$ cat config.mk
export PLATFORM = sky130hd
export DESIGN_NAME = icm_ctrl
export DESIGN_NICKNAME = d
export VERILOG_FILES = /design/src/rtl/icm_pkg.sv /design/src/rtl/icm_cause_bank.sv /design/src/rtl/icm_summary.sv /design/src/rtl/icm_lowest.sv /design/src/rtl/icm_ctrl.sv
export SDC_FILE = /design/constraint.sdc
export NUM_CORES = 1
export LEC_CHECK = 0
export BUFFER_PORTS_ARGS = -buffer_cell sky130_fd_sc_hd__clkbuf_2
export CAP_MARGIN = 30
export CORE_AREA = 2 2 87 89
export DETAILED_ROUTE_END_ITERATION = 6
export DIE_AREA = 0 0 89 91
export GPL_TIMING_DRIVEN = 0
export PLACE_DENSITY = 0.7
export SETUP_SLACK_MARGIN = 0.02
export SLEW_MARGIN = 20
export SYNTH_ARGS = -nofsm -noshare
export SYNTH_HDL_FRONTEND = slang
export SYNTH_SLANG_ARGS = --single-unit
$ cat constraint.sdc
create_clock -name clk -period 2.1 [get_ports clk]
set_input_delay 0.105 -clock clk [delete_from_list [all_inputs] [get_ports clk]]
set_output_delay 0.105 -clock clk [all_outputs]
set_load 0.02 [all_outputs]
$ cat src/rtl/icm_pkg.sv
package icm_pkg;
  localparam int DW    = 32;
  localparam int NSRC  = 29;
  localparam int IDX_W = $clog2(NSRC + 1);
  localparam int PAD_W = DW - NSRC - 1;

  // Summary positions inside the cause word
  localparam int POS_ANY = 0;
  localparam int POS_MID = 30;
  localparam int POS_LOW = 31;

  localparam logic [DW-1:0] SRC_BITS = ((DW'(1) << NSRC) - DW'(1)) << 1;
  // Groups: 29..26 with 20..1, and 25..1
  localparam logic [DW-1:0] GRP_MID  = 32'h3C1F_FFFE;
  localparam logic [DW-1:0] GRP_LOW  = 32'h03FF_FFFE;

  localparam logic SEL_CAUSE = 1'b0;
  localparam logic SEL_MASK  = 1'b1;
endpackage

$ cat src/rtl/icm_cause_bank.sv
module icm_cause_bank
  import icm_pkg::*;
(
  input  logic          clk,
  input  logic          rst_n,
  input  logic [DW-1:0] set_vec,
  input  logic [DW-1:0] clr_vec,
  output logic [DW-1:0] cause_q
);
  // Set has priority over clear: requests are never lost.
  always_ff @(posedge clk or negedge rst_n) begin
    if (!rst_n) cause_q <= '0;
    else        cause_q <= (cause_q & ~clr_vec) | set_vec;
  end

  p_req_sets_r2: assert property (@(posedge clk) disable iff (!rst_n)
    1'b1 |=> ((cause_q & $past(set_vec)) == $past(set_vec)));

  p_req_beats_clear_r4: assert property (@(posedge clk) disable iff (!rst_n)
    1'b1 |=> ((cause_q & $past(set_vec & clr_vec)) == $past(set_vec & clr_vec)));

  p_keep_unwritten_r3: assert property (@(posedge clk) disable iff (!rst_n)
    1'b1 |=> (($past(cause_q) & ~cause_q & ~$past(clr_vec)) == '0));

  p_no_write_sets_r3: assert property (@(posedge clk) disable iff (!rst_n)
    1'b1 |=> ((cause_q & ~$past(cause_q) & ~$past(set_vec)) == '0));
endmodule

$ cat src/rtl/icm_summary.sv
module icm_summary
  import icm_pkg::*;
(
  input  logic [DW-1:0] cause_q,
  output logic [DW-1:0] cause_view
);
  always_comb begin
    cause_view          = cause_q & SRC_BITS;
    cause_view[POS_ANY] = |(cause_q & SRC_BITS);
    cause_view[POS_MID] = |(cause_q & GRP_MID);
    cause_view[POS_LOW] = |(cause_q & GRP_LOW);
  end
endmodule

$ cat src/rtl/icm_lowest.sv
module icm_lowest
  import icm_pkg::*;
(
  input  logic [NSRC:1]    hits,
  output logic [IDX_W-1:0] idx,
  output logic             none
);
  // Walk downward so the lowest set index is written last.
  always_comb begin
    idx  = '0;
    none = 1'b1;
    for (int i = NSRC; i >= 1; i--) begin
      if (hits[i]) begin
        idx  = IDX_W'(i);
        none = 1'b0;
      end
    end
  end
endmodule

$ cat src/rtl/icm_ctrl.sv
module icm_ctrl
  import icm_pkg::*;
(
  input  logic             clk,
  input  logic             rst_n,
  input  logic [NSRC:1]    src_req,
  input  logic             reg_wr,
  input  logic             reg_sel,
  input  logic [DW-1:0]    reg_wdata,
  output logic [DW-1:0]    reg_rdata,
  output logic             cpu_irq,
  output logic [IDX_W-1:0] pend_idx,
  output logic             pend_none
);
  logic [DW-1:0] set_vec, clr_vec, cause_q, cause_view, mask_q, hits;
  logic          wr_cause, wr_mask;

  assign wr_cause = reg_wr && (reg_sel == SEL_CAUSE);
  assign wr_mask  = reg_wr && (reg_sel == SEL_MASK);
  assign set_vec  = {{PAD_W{1'b0}}, src_req, 1'b0};
  // Summary positions are masked out: they are never stored.
  assign clr_vec  = wr_cause ? (~reg_wdata & SRC_BITS) : '0;

  icm_cause_bank u_bank (
    .clk     (clk),
    .rst_n   (rst_n),
    .set_vec (set_vec),
    .clr_vec (clr_vec),
    .cause_q (cause_q)
  );

  icm_summary u_sum (
    .cause_q    (cause_q),
    .cause_view (cause_view)
  );

  always_ff @(posedge clk or negedge rst_n) begin
    if (!rst_n)       mask_q <= '0;
    else if (wr_mask) mask_q <= reg_wdata & SRC_BITS;
  end

  assign hits = cause_q & mask_q;

  icm_lowest u_enc (
    .hits (hits[NSRC:1]),
    .idx  (pend_idx),
    .none (pend_none)
  );

  always_ff @(posedge clk or negedge rst_n) begin
    if (!rst_n) cpu_irq <= 1'b0;
    else        cpu_irq <= |hits[NSRC:1];
  end

  assign reg_rdata = (reg_sel == SEL_MASK) ? mask_q : cause_view;

  p_summary_slots_empty_r5: assert property (@(posedge clk) disable iff (!rst_n)
    (cause_q & ~SRC_BITS) == '0);

  p_mask_write_r6: assert property (@(posedge clk) disable iff (!rst_n)
    wr_mask |=> (mask_q == $past(reg_wdata & SRC_BITS)));

  p_mid_implies_any_r8: assert property (@(posedge clk) disable iff (!rst_n)
    (cause_view[POS_MID] || cause_view[POS_LOW]) |-> cause_view[POS_ANY]);

  p_pend_lowest_r10: assert property (@(posedge clk) disable iff (!rst_n)
    !pend_none |-> (hits[pend_idx] && ((hits & ((DW'(1) << pend_idx) - DW'(1))) == '0)));

  p_pend_none_r10: assert property (@(posedge clk) disable iff (!rst_n)
    pend_none |-> (hits == '0 && pend_idx == '0));

  p_irq_follows_r11: assert property (@(posedge clk) disable iff (!rst_n)
    1'b1 |=> (cpu_irq == $past(|hits)));
endmodule

==> results of run 1 <==
==> cell usage in the layout (no fill, tap or decap), types with 2 or more instances in the layout <==
master,instances
a21oi_1,6
a22o_1,4
a22oi_1,6
a31oi_1,4
a32o_1,2
and2_1,2
buf_2,6
buf_4,2
bufinv_16,2
clkbuf_2,99
clkbuf_8,11
clkinv_2,3
dfrtp_1,59
dlygate4sd3_1,30
mux2_2,58
nand2_1,25
nand2b_1,34
nand3_1,9
nor2_1,5
nor3_2,2
nor4_1,4
o21ai_0,32
or4_1,2
==> logic make-up (layout without fill, tap and decap cells) <==
group / Yosys count / in the layout / share of synthesized area
DFF: 59 / 59 / 0.4801
and+or+nand+nor: 91 / 91 / 0.1579
AOI/OAI and AO/OA: 64 / 64 / 0.1322
muxes: 58 / 58 / 0.2124
buffers and inverters: 10 / 156 / 0.01749
==> metal layers <==
metal,GRT usage,vias up,part of all wire
met2,0.3221,68,0.48
met1,0.2746,1276,0.46
met5,0,-,0
met4,0.08458,0,0.017
li1,-,1317,-
met3,0.04364,12,0.042
==> layout make-up <==
cell class | count | area [um2] | area share
plain buffers | 10 | 53.80 | 0.01261
clock buffers | 11 | 151.4 | 0.03547
repair buffers | 130 | 818.3 | 0.1917
well taps | 99 | 123.9 | 0.02902
flip-flops and latches | 59 | 1476 | 0.3459
clock inverters | 5 | 75.07 | 0.01759
multi-input cells | 213 | 1569 | 0.3676
==> metrics by stage <==
step	std cells	utilization	total power [mW]	hold WS (ns)
3_5_place_dp	481	0.5209	2.126	0.08494
6_report	527	0.5980	3.307	0.01814
4_1_cts	527	0.5955	3.325	0.008719
5_1_grt	527	0.5980	3.467	0.006997
3_3_place_gp	480	0.5177	2.105	0.2938
2_1_floorplan	282	-	1.849	-0.1906
==> path summary, 6_finish.rpt <==
kind | depth (start not counted) | end | slack, ns | start
min reg2reg | 1 | mask_q[2]$_DFFE_PN0P_ | 0.53 | mask_q[2]$_DFFE_PN0P_
min | 2 | mask_q[12]$_DFFE_PN0P_ | 0.02 | reg_wdata[12]
max | 5 | reg_rdata[0] | 0.13 | u_bank.cause_q[12]$_DFF_PN0_
min in group asynchronous | 2 | mask_q[7]$_DFFE_PN0P_ | 0.27 | rst_n
max reg2reg | 5 | cpu_irq$_DFF_PN0_ | 0.64 | u_bank.cause_q[2]$_DFF_PN0_
max in group asynchronous | 3 | u_bank.cause_q[24]$_DFF_PN0_ | 1.32 | rst_n
==> repair_timing <==
action,in CTS,in global routing
gates resized for setup,1,4
hold endpoints to repair,56,0
hold buffers,30,0
endpoints found under the setup margin,1,5
==> registers in the layout, indices dropped and copies added (netlist names) <==
signal / count
mask_q: 29
u_bank.cause_q: 29
cpu_irq: 1
==> power by group <==
group,switching [mW],total [mW],internal (mW)
combinational,0.401,0.781,0.380
sequential,0.126,1.38,1.25
clock,0.424,1.15,0.726
total,0.951,3.31,2.36
==> impl_metrics.py, run 1 <==
metrics = {
    "critical_path": {
        "critPathMaxStageDelay_ns": 0.44,
        "path_buf_inv": 1,
        "crit_path_end_kind": "output port",
        "cp.required_ns": 2.00,
        "cp_cell_sequence": "nor4_2 -> nand3_1 -> nor3_2 -> a21oi_1 -> clkbuf_2",
        "crit_fanout": 5,
        "critPathLaunchType": "register",
        "cpLargestDelayFamily": "simple AND/OR/NAND/NOR gates",
        "cp.arrival_ns": 1.87,
        "path_class": "register to output port",
        "cp_slowest_cell": "dfrtp_1",
    },
    "drt": {
        "wl_per_cell_um": 15.19,
        "dr.pass1.iters": 4,
        "num_vias": 2673,
        "drt_iter0_drc": 107,
        "viasPerCell": 5.072,
        "drcViolationCount": 0,
        "wirelength_um": 8006,
        "antenna_left": 0,
    },
    "cts": {
        "insertion_delay_ns": 0.33,
        "cts_buffers": 9,
        "cts_root_buf": "clkbuf_8",
        "cts_setup_buffers": 0,
        "cts_num_sinks": 59,
        "cts.path.max_buffers": 2,
        "htreeDepth": 3,
        "clk_pin_slew_worst_paths_ns": 0.07,
        "cts_tree": "built",
    },
    "die": {
        "num_rows": 31,
        "chipHeight_um": 91,
        "start_util": 0.4309,
        "pin_count": 104,
        "fp.coreArea_mm2": 0.007137,
        "dieArea_mm2": 0.008099,
        "die_width_um": 89,
    },
    "grt": {
        "grt_pass1_vias": 2753,
        "grt_max_degree": 33,
        "grt_usage": 0.2056,
        "grt_pass1_wl_um": 12860,
        "grt_overflow_total": 0,
        "antenna_found_initial": 0,
    },
    "placement": {
        "place.gp.congestion": 0.8314,
        "port_buffers": 99,
        "dp_worst_setup_slack_ns": 0.3850,
        "dp_hpwl_um": 6064,
        "dpl_cell_area_mm2": 0.003717,
    },
    "logic_synthesis": {
        "ys_seq_elements": 59,
        "synth_top_area_frac": 0.4801,
        "synth_ff_type": "dfrtp_1",
        "synth_area_leaders": "dfrtp_1 (48%), mux2_2 (21%), nand2b_1 (6.9%)",
        "yosys_warnings": 0,
        "synth_fp_nets": 347,
        "synthArstFlopShare": 1.000,
        "syn_avg_cell_area_um2": 10.91,
        "synth-edff-count": 0,
        "yosysMostFrequentCell": "dfrtp_1",
        "syn-cell-area_mm2": 0.003075,
        "synth_commonest_cells": "dfrtp_1 (59), mux2_2 (58), nand2b_1 (34)",
        "ys_seq_area_frac": 0.4801,
        "ys_types": 34,
        "synth_cells": 282,
        "yosysTopAreaCell": "dfrtp_1",
    },
    "sta": {
        "layout_min_cycle_time_ns": 1.972,
        "fin_setup_tns_ns": 0,
        "rsz0062_at_grt": "false",
        "worst_pin_slew_ns": 0.5040,
        "drv_slew": 0,
        "setup_viol": 0,
        "fmax_mhz": 507.1,
        "fin_ws_ns": 0.1279,
        "hold_viol": 0,
        "period_share": 0.9391,
        "slew_headroom": 0.6640,
        "clock_skew_ns": 0.007176,
    },
    "final_layout": {
        "area_growth_syn_to_layout_pct": 38.77,
        "finalNetCount": 488,
        "fillers": 656,
        "design_area_mm2": 0.004268,
        "antenna_cells": 0,
        "layout-drive-gt1-share": 0.4463,
    },
    "flow_run": {
        "maxCapViolations": 0,
    },
    "power": {
        "power_density_mw_per_mm2": 774.8,
        "ir_drop_mv": 0.3796,
        "power_leakage_nw": 1.828,
    },
    "status": {
        "status": "finished, final reports clean",
    },
    "worst_hold_path": {
        "holdCritPathClass": "primary input to register",
    },
}
(Power assumes the default switching activity.)
==> inputs of run 2 (changes only) <==
--- a/config.mk
+++ b/config.mk
@@ -8,10 +8,11 @@
 export BUFFER_PORTS_ARGS = -buffer_cell sky130_fd_sc_hd__clkbuf_2
 export CAP_MARGIN = 30
 export CORE_AREA = 2 2 87 89
+export CTS_BUF_LIST = sky130_fd_sc_hd__clkbuf_4 sky130_fd_sc_hd__clkbuf_8 sky130_fd_sc_hd__clkbuf_16
 export DETAILED_ROUTE_END_ITERATION = 6
 export DIE_AREA = 0 0 89 91
 export GPL_TIMING_DRIVEN = 0
-export PLACE_DENSITY = 0.7
+export PLACE_DENSITY = 0.73
 export SETUP_SLACK_MARGIN = 0.02
 export SLEW_MARGIN = 20
 export SYNTH_ARGS = -nofsm -noshare
==> constraint.sdc (replaced) <==
create_clock -name clk -period 1.8 [get_ports clk]
set_input_delay 0.09 -clock clk [delete_from_list [all_inputs] [get_ports clk]]
set_output_delay 0.09 -clock clk [all_outputs]
set_load 0.02 [all_outputs]
==> run 2 against run 1 <==
The flow now finishes with violations (negative setup slack). Clock power increased by 19%. Combinational power grew 37%. Setup slack worse by 0.23 ns. Wire length is 10% higher. Sequential power is 17% higher. Sequential cell count unchanged. Cell area rose by 11%. Clock skew rose by 0.0012 ns. Critical path depth is 1 higher.
==> impl_metrics.py, run 2 (synthesis results as in run 1) <==
metrics = {
    "placement": {
        "dpl_cell_area_mm2": 0.003717,
        "dp_hpwl_um": 6070,
        "port_buffers": 99,
        "place.gp.congestion": 0.8041,
    },
    "drt": {
        "antenna_left": 0,
        "drt_iter0_drc": 123,
        "wirelength_um": 8811,
        "dr.pass1.iters": 4,
        "drcViolationCount": 0,
        "wl_per_cell_um": 15.73,
        "viasPerCell": 5.213,
        "num_vias": 2919,
    },
    "sta": {
        "fmax_mhz": 525.8,
        "slew_headroom": 0.6650,
        "rsz0062_at_grt": "true",
        "setup_viol": 8,
        "hold_viol": 0,
        "clock_skew_ns": 0.008358,
        "drv_slew": 0,
        "fin_setup_tns_ns": -0.4372,
        "worst_pin_slew_ns": 0.5025,
        "period_share": 1.057,
        "fin_ws_ns": -0.1018,
        "layout_min_cycle_time_ns": 1.902,
    },
    "final_layout": {
        "finalNetCount": 521,
        "reg_top3": "mask_q x29, u_bank.cause_q x29, cpu_irq x1",
        "area_growth_syn_to_layout_pct": 54.07,
        "layout_common_cells": "clkbuf_2 (91), mux2_2 (58), dfrtp_1 (54)",
        "design_area_mm2": 0.004738,
        "final_common_cell": "clkbuf_2",
        "layout-drive-gt1-share": 0.5054,
        "antenna_cells": 0,
    },
    "die": {
        "die_width_um": 89,
        "start_util": 0.4309,
        "pin_count": 104,
        "chipHeight_um": 91,
        "num_rows": 31,
        "fp.coreArea_mm2": 0.007137,
        "dieArea_mm2": 0.008099,
    },
    "critical_path": {
        "r2r-end": "cpu_irq$_DFF_PN0_",
        "cp.required_ns": 1.71,
        "cp_slowest_cell": "dfrtp_1",
        "cpLargestDelayFamily": "compound AO/OA/AOI/OAI gates",
        "crit_path_end_kind": "output port",
        "path_class": "register to output port",
        "r2r_cells": 5,
        "cp.arrival_ns": 1.81,
        "r2r_setup_slack_ns": 0.44,
        "cp_cell_sequence": "a22o_1 -> nand2b_4 -> o211ai_1 -> nand3_1 -> a21oi_1 -> buf_4",
        "crit_fanout": 4,
        "critPathLaunchType": "register",
        "critPathMaxStageDelay_ns": 0.41,
        "r2r_start": "u_bank.cause_q[7]$_DFF_PN0_",
        "path_buf_inv": 1,
    },
    "cts": {
        "cts_num_sinks": 59,
        "cts.path.max_buffers": 2,
        "cts_root_buf": "clkbuf_8",
        "clk_pin_slew_worst_paths_ns": 0.07,
        "insertion_delay_ns": 0.34,
        "cts_buffers": 9,
        "htreeDepth": 3,
        "cts_tree": "built",
    },
    "power": {
        "ir_drop_mv": 0.5149,
        "power.total_mw": 4.051,
        "power_leakage_nw": 2.035,
        "power_density_mw_per_mm2": 855.0,
    },
    "grt": {
        "grt_max_degree": 31,
        "grt_pass1_wl_um": 14200,
        "grt_overflow_total": 0,
        "grt_usage": 0.2282,
        "antenna_found_initial": 0,
        "grt_pass1_vias": 2997,
    },
    "worst_hold_path": {
        "holdPathEnd": "u_bank.cause_q[13]$_DFF_PN0_",
        "hold_depth": 3,
        "holdCritPathClass": "primary input to register",
        "min_from": "reg_wdata[13]",
    },
    "status": {
        "status": "finished, violations left",
        "failed_checks": "negative setup slack",
    },
    "flow_run": {
        "maxCapViolations": 0,
    },
}
[run 2: power breakdown]
part	total (mW)	internal, mW	switching, mW
logic	1.07	0.554	0.515
clock network	1.37	0.847	0.521
registers	1.61	1.46	0.156
total	4.05	2.86	1.19
[run 2: worst max-delay path by stage]
| stage | from | to | cells after the start |
|---|---|---|---|
| after floorplan | u_bank.cause_q[2]$_DFF_PN0_ | pend_none | 5 |
| after global placement | u_bank.cause_q[12]$_DFF_PN0_ | reg_rdata[0] | 5 |
| after detailed placement | u_bank.cause_q[12]$_DFF_PN0_ | reg_rdata[0] | 5 |
| after CTS | u_bank.cause_q[5]$_DFF_PN0_ | pend_none | 6 |
| after global routing | u_bank.cause_q[27]$_DFF_PN0_ | pend_idx[2] | 6 |
| final | mask_q[25]$_DFFE_PN0P_ | pend_idx[2] | 6 |
[run 2: stage by stage]
step	setup slack [ns]	hold slack, ns	instances	util
floorplan	0.2284	-0.2056	282	-
global placement	0.1311	0.2777	480	0.5177
detailed placement	0.1354	0.08576	481	0.5209
CTS	-0.09125	0.0008968	555	0.6443
global route	-0.1745	0.0005732	560	0.6639
finish	-0.1018	0.01082	560	0.6639
[run 2: routing by layer]
layer | track usage | part of all wire
met4 | 0.09328 | 0.022
met2 | 0.3694 | 0.49
met3 | 0.05455 | 0.052
met1 | 0.2900 | 0.43
met5 | 0 | 0
[run 2: layout make-up]
class,count,area [um2]
Fill cell,577,2399
Multi-Input combinational cell,213,1705
Sequential cell,59,1483
Timing Repair Buffer,163,1146
Clock buffer,11,151.4
Tap cell,99,123.9
Clock inverter,5,75.07
Buffer,10,53.80
[run 2: tightest hold or removal path, stage by stage]
cell,delay (ns)
clkbuf_2,0.09
o21ai_0,0.08
nand2b_1,0.07
[run 2: repair_timing]
action                                  in CTS  in global routing
hold buffers                                48                  2
gates resized for setup                     28                 25
pin swaps                                   18                 12
hold endpoints to repair                    76                  2
endpoints found under the setup margin       9                  9
setup buffers                               10                  3
==> inputs of run 3 (changes only) <==
--- a/config.mk
+++ b/config.mk
@@ -7,10 +7,10 @@
 export LEC_CHECK = 0
 export BUFFER_PORTS_ARGS = -buffer_cell sky130_fd_sc_hd__clkbuf_2
 export CAP_MARGIN = 30
-export CORE_AREA = 2 2 87 89
-export CTS_BUF_LIST = sky130_fd_sc_hd__clkbuf_4 sky130_fd_sc_hd__clkbuf_8 sky130_fd_sc_hd__clkbuf_16
+export CORE_AREA = 4 4 80 101
+export CTS_BUF_LIST = sky130_fd_sc_hd__clkbuf_4 sky130_fd_sc_hd__clkbuf_8
 export DETAILED_ROUTE_END_ITERATION = 6
-export DIE_AREA = 0 0 89 91
+export DIE_AREA = 0 0 84 105
 export GPL_TIMING_DRIVEN = 0
 export PLACE_DENSITY = 0.73
 export SETUP_SLACK_MARGIN = 0.02
==> run 3 against run 2 <==
Die area is 8.9% higher. Hold slack better by 0.0056 ns. Cell area is 0.90% higher. Largest cell class unchanged. The flow still finishes with violations (negative setup slack). Critical endpoint is now pend_none.
==> impl_metrics.py, run 3 (synthesis results as in run 1) <==
metrics = {
    "drt": {
        "wl_per_cell_um": 16.22,
        "dr.pass1.iters": 4,
        "viasPerCell": 5.064,
        "antenna_left": 0,
        "drcViolationCount": 0,
        "wirelength_um": 9082,
        "num_vias": 2836,
        "drt_iter0_drc": 127,
    },
    "final_layout": {
        "fin_util": 0.6657,
        "antenna_cells": 0,
        "final_common_cell": "clkbuf_2",
        "multi_input_area_mm2": 0.001697,
        "finalNetCount": 529,
        "fillers": 574,
        "layout-drive-gt1-share": 0.5107,
        "seq_area_mm2": 0.001488,
        "design_area_mm2": 0.004781,
        "reg_top3": "mask_q x29, u_bank.cause_q x29, cpu_irq x1",
        "area_growth_syn_to_layout_pct": 55.45,
        "final_cells": 560,
        "layout_common_cells": "clkbuf_2 (91), mux2_2 (58), dlygate4sd3_1 (54)",
    },
    "placement": {
        "dp_hpwl_um": 6245,
        "dpl_cell_area_mm2": 0.003709,
        "place.gp.congestion": 0.9154,
        "dp_worst_setup_slack_ns": 0.1390,
        "port_buffers": 99,
        "placed_cells": 474,
    },
    "power": {
        "power_leakage_nw": 2.042,
        "ir_drop_mv": 0.4732,
        "power_density_mw_per_mm2": 824.9,
        "power.total_mw": 3.944,
    },
    "sta": {
        "fin_ws_ns": -0.1041,
        "clock_skew_ns": 0.005542,
        "drv_slew": 0,
        "layout_min_cycle_time_ns": 1.904,
        "holdWs_ns": 0.01638,
        "rsz0062_at_grt": "true",
        "worst_pin_slew_ns": 0.4906,
        "fin_setup_tns_ns": -0.4735,
        "hold_viol": 0,
        "period_share": 1.058,
        "slew_headroom": 0.6729,
        "setup_viol": 9,
        "fmax_mhz": 525.2,
    },
    "cts": {
        "insertion_delay_ns": 0.34,
        "cts_num_sinks": 59,
        "clk_pin_slew_worst_paths_ns": 0.07,
        "cts.path.max_buffers": 2,
        "cts_buffers": 9,
        "cts_tree": "built",
        "htreeDepth": 3,
        "cts_root_buf": "clkbuf_8",
    },
    "die": {
        "die_width_um": 84,
        "chipHeight_um": 105,
        "fp.coreArea_mm2": 0.007182,
        "start_util": 0.4282,
        "dieArea_mm2": 0.008820,
        "pin_count": 104,
        "num_rows": 35,
    },
    "critical_path": {
        "r2r_cells": 4,
        "cp.required_ns": 1.71,
        "path_class": "register to output port",
        "cp.arrival_ns": 1.81,
        "crit_fanout": 5,
        "r2r-end": "u_bank.cause_q[15]$_DFF_PN0_",
        "r2r_setup_slack_ns": 0.41,
        "worstSetupEndpoint": "pend_none",
        "critPathLaunch": "u_bank.cause_q[7]$_DFF_PN0_",
        "crit_path_end_kind": "output port",
        "critPathLaunchType": "register",
        "r2r_start": "u_bank.cause_q[15]$_DFF_PN0_",
    },
    "grt": {
        "grt_overflow_total": 0,
        "grt_usage": 0.2112,
        "grt_pass1_wl_um": 14790,
        "grt_pass1_vias": 2947,
        "grt_max_degree": 34,
        "antenna_found_initial": 0,
    },
    "flow_run": {
        "maxCapViolations": 0,
    },
    "status": {
        "failed_checks": "negative setup slack",
        "status": "finished, violations left",
    },
    "worst_hold_path": {
        "holdCritPathClass": "primary input to register",
    },
}
[run 3: changes by cell type in the layout (fill, tap and decap cells not counted), sizes merged]
cell / before / now
buf: 27 / 31
bufinv: 2 / 1
clkbuf: 107 / 109
clkinv: 3 / 1
dlygate4sd3: 50 / 54
[run 3: final cells by class]
| cell class | count | share of cell area |
|---|---|---|
| clock inverter | 2 | 0.007328 |
| timing repair buffer | 171 | 0.2565 |
| multi-input combinational | 213 | 0.3549 |
| tap | 92 | 0.02408 |
| clock buffer | 13 | 0.03481 |
| buffer | 10 | 0.01125 |
| sequential | 59 | 0.3112 |
[run 3: critical path, cell delays in order, from the launching register on]
cell	delay (ns)
dfrtp_2	0.46
nand2_4	0.09
and4_1	0.22
nand3_2	0.09
nand3b_1	0.21
nor3_2	0.22
buf_4	0.18
[run 3: routing by layer]
metal / track usage / up-vias / wire (um)
li1: - / 1399 / -
met1: 0.2599 / 1342 / 3716
met2: 0.3652 / 80 / 4798
met3: 0.04968 / 15 / 407
met4: 0.06437 / 0 / 161
met5: 0 / - / 0
[run 3: power breakdown]
part,total [mW],switching (mW),internal (mW)
Clock,1.25,0.511,0.737
Sequential,1.62,0.157,1.46
Combinational,1.08,0.518,0.561
[run 3: how the worst min path moves through the flow]
stage	cells past startpoint	endpoint	start	slack [ns]
global placement	2	u_bank.cause_q[26]$_DFF_PN0_	src_req[26]	0.28
CTS	2	mask_q[23]$_DFFE_PN0P_	reg_wdata[23]	0.00009
global route	2	mask_q[24]$_DFFE_PN0P_	reg_wdata[24]	0.01
detailed placement	1	u_bank.cause_q[7]$_DFF_PN0_	rst_n	0.06
finish	2	mask_q[1]$_DFFE_PN0P_	reg_wdata[1]	0.02
floorplan	0	cpu_irq$_DFF_PN0_	rst_n	-0.21
[run 3: repair_timing]
action,4_1_cts,5_1_grt
hold endpoints to repair,77,0
cloned,0,0
resized for setup,28,32
hold buffers,54,0
pin swaps,15,11
setup buffers,11,6
endpoints found under the setup margin,9,9
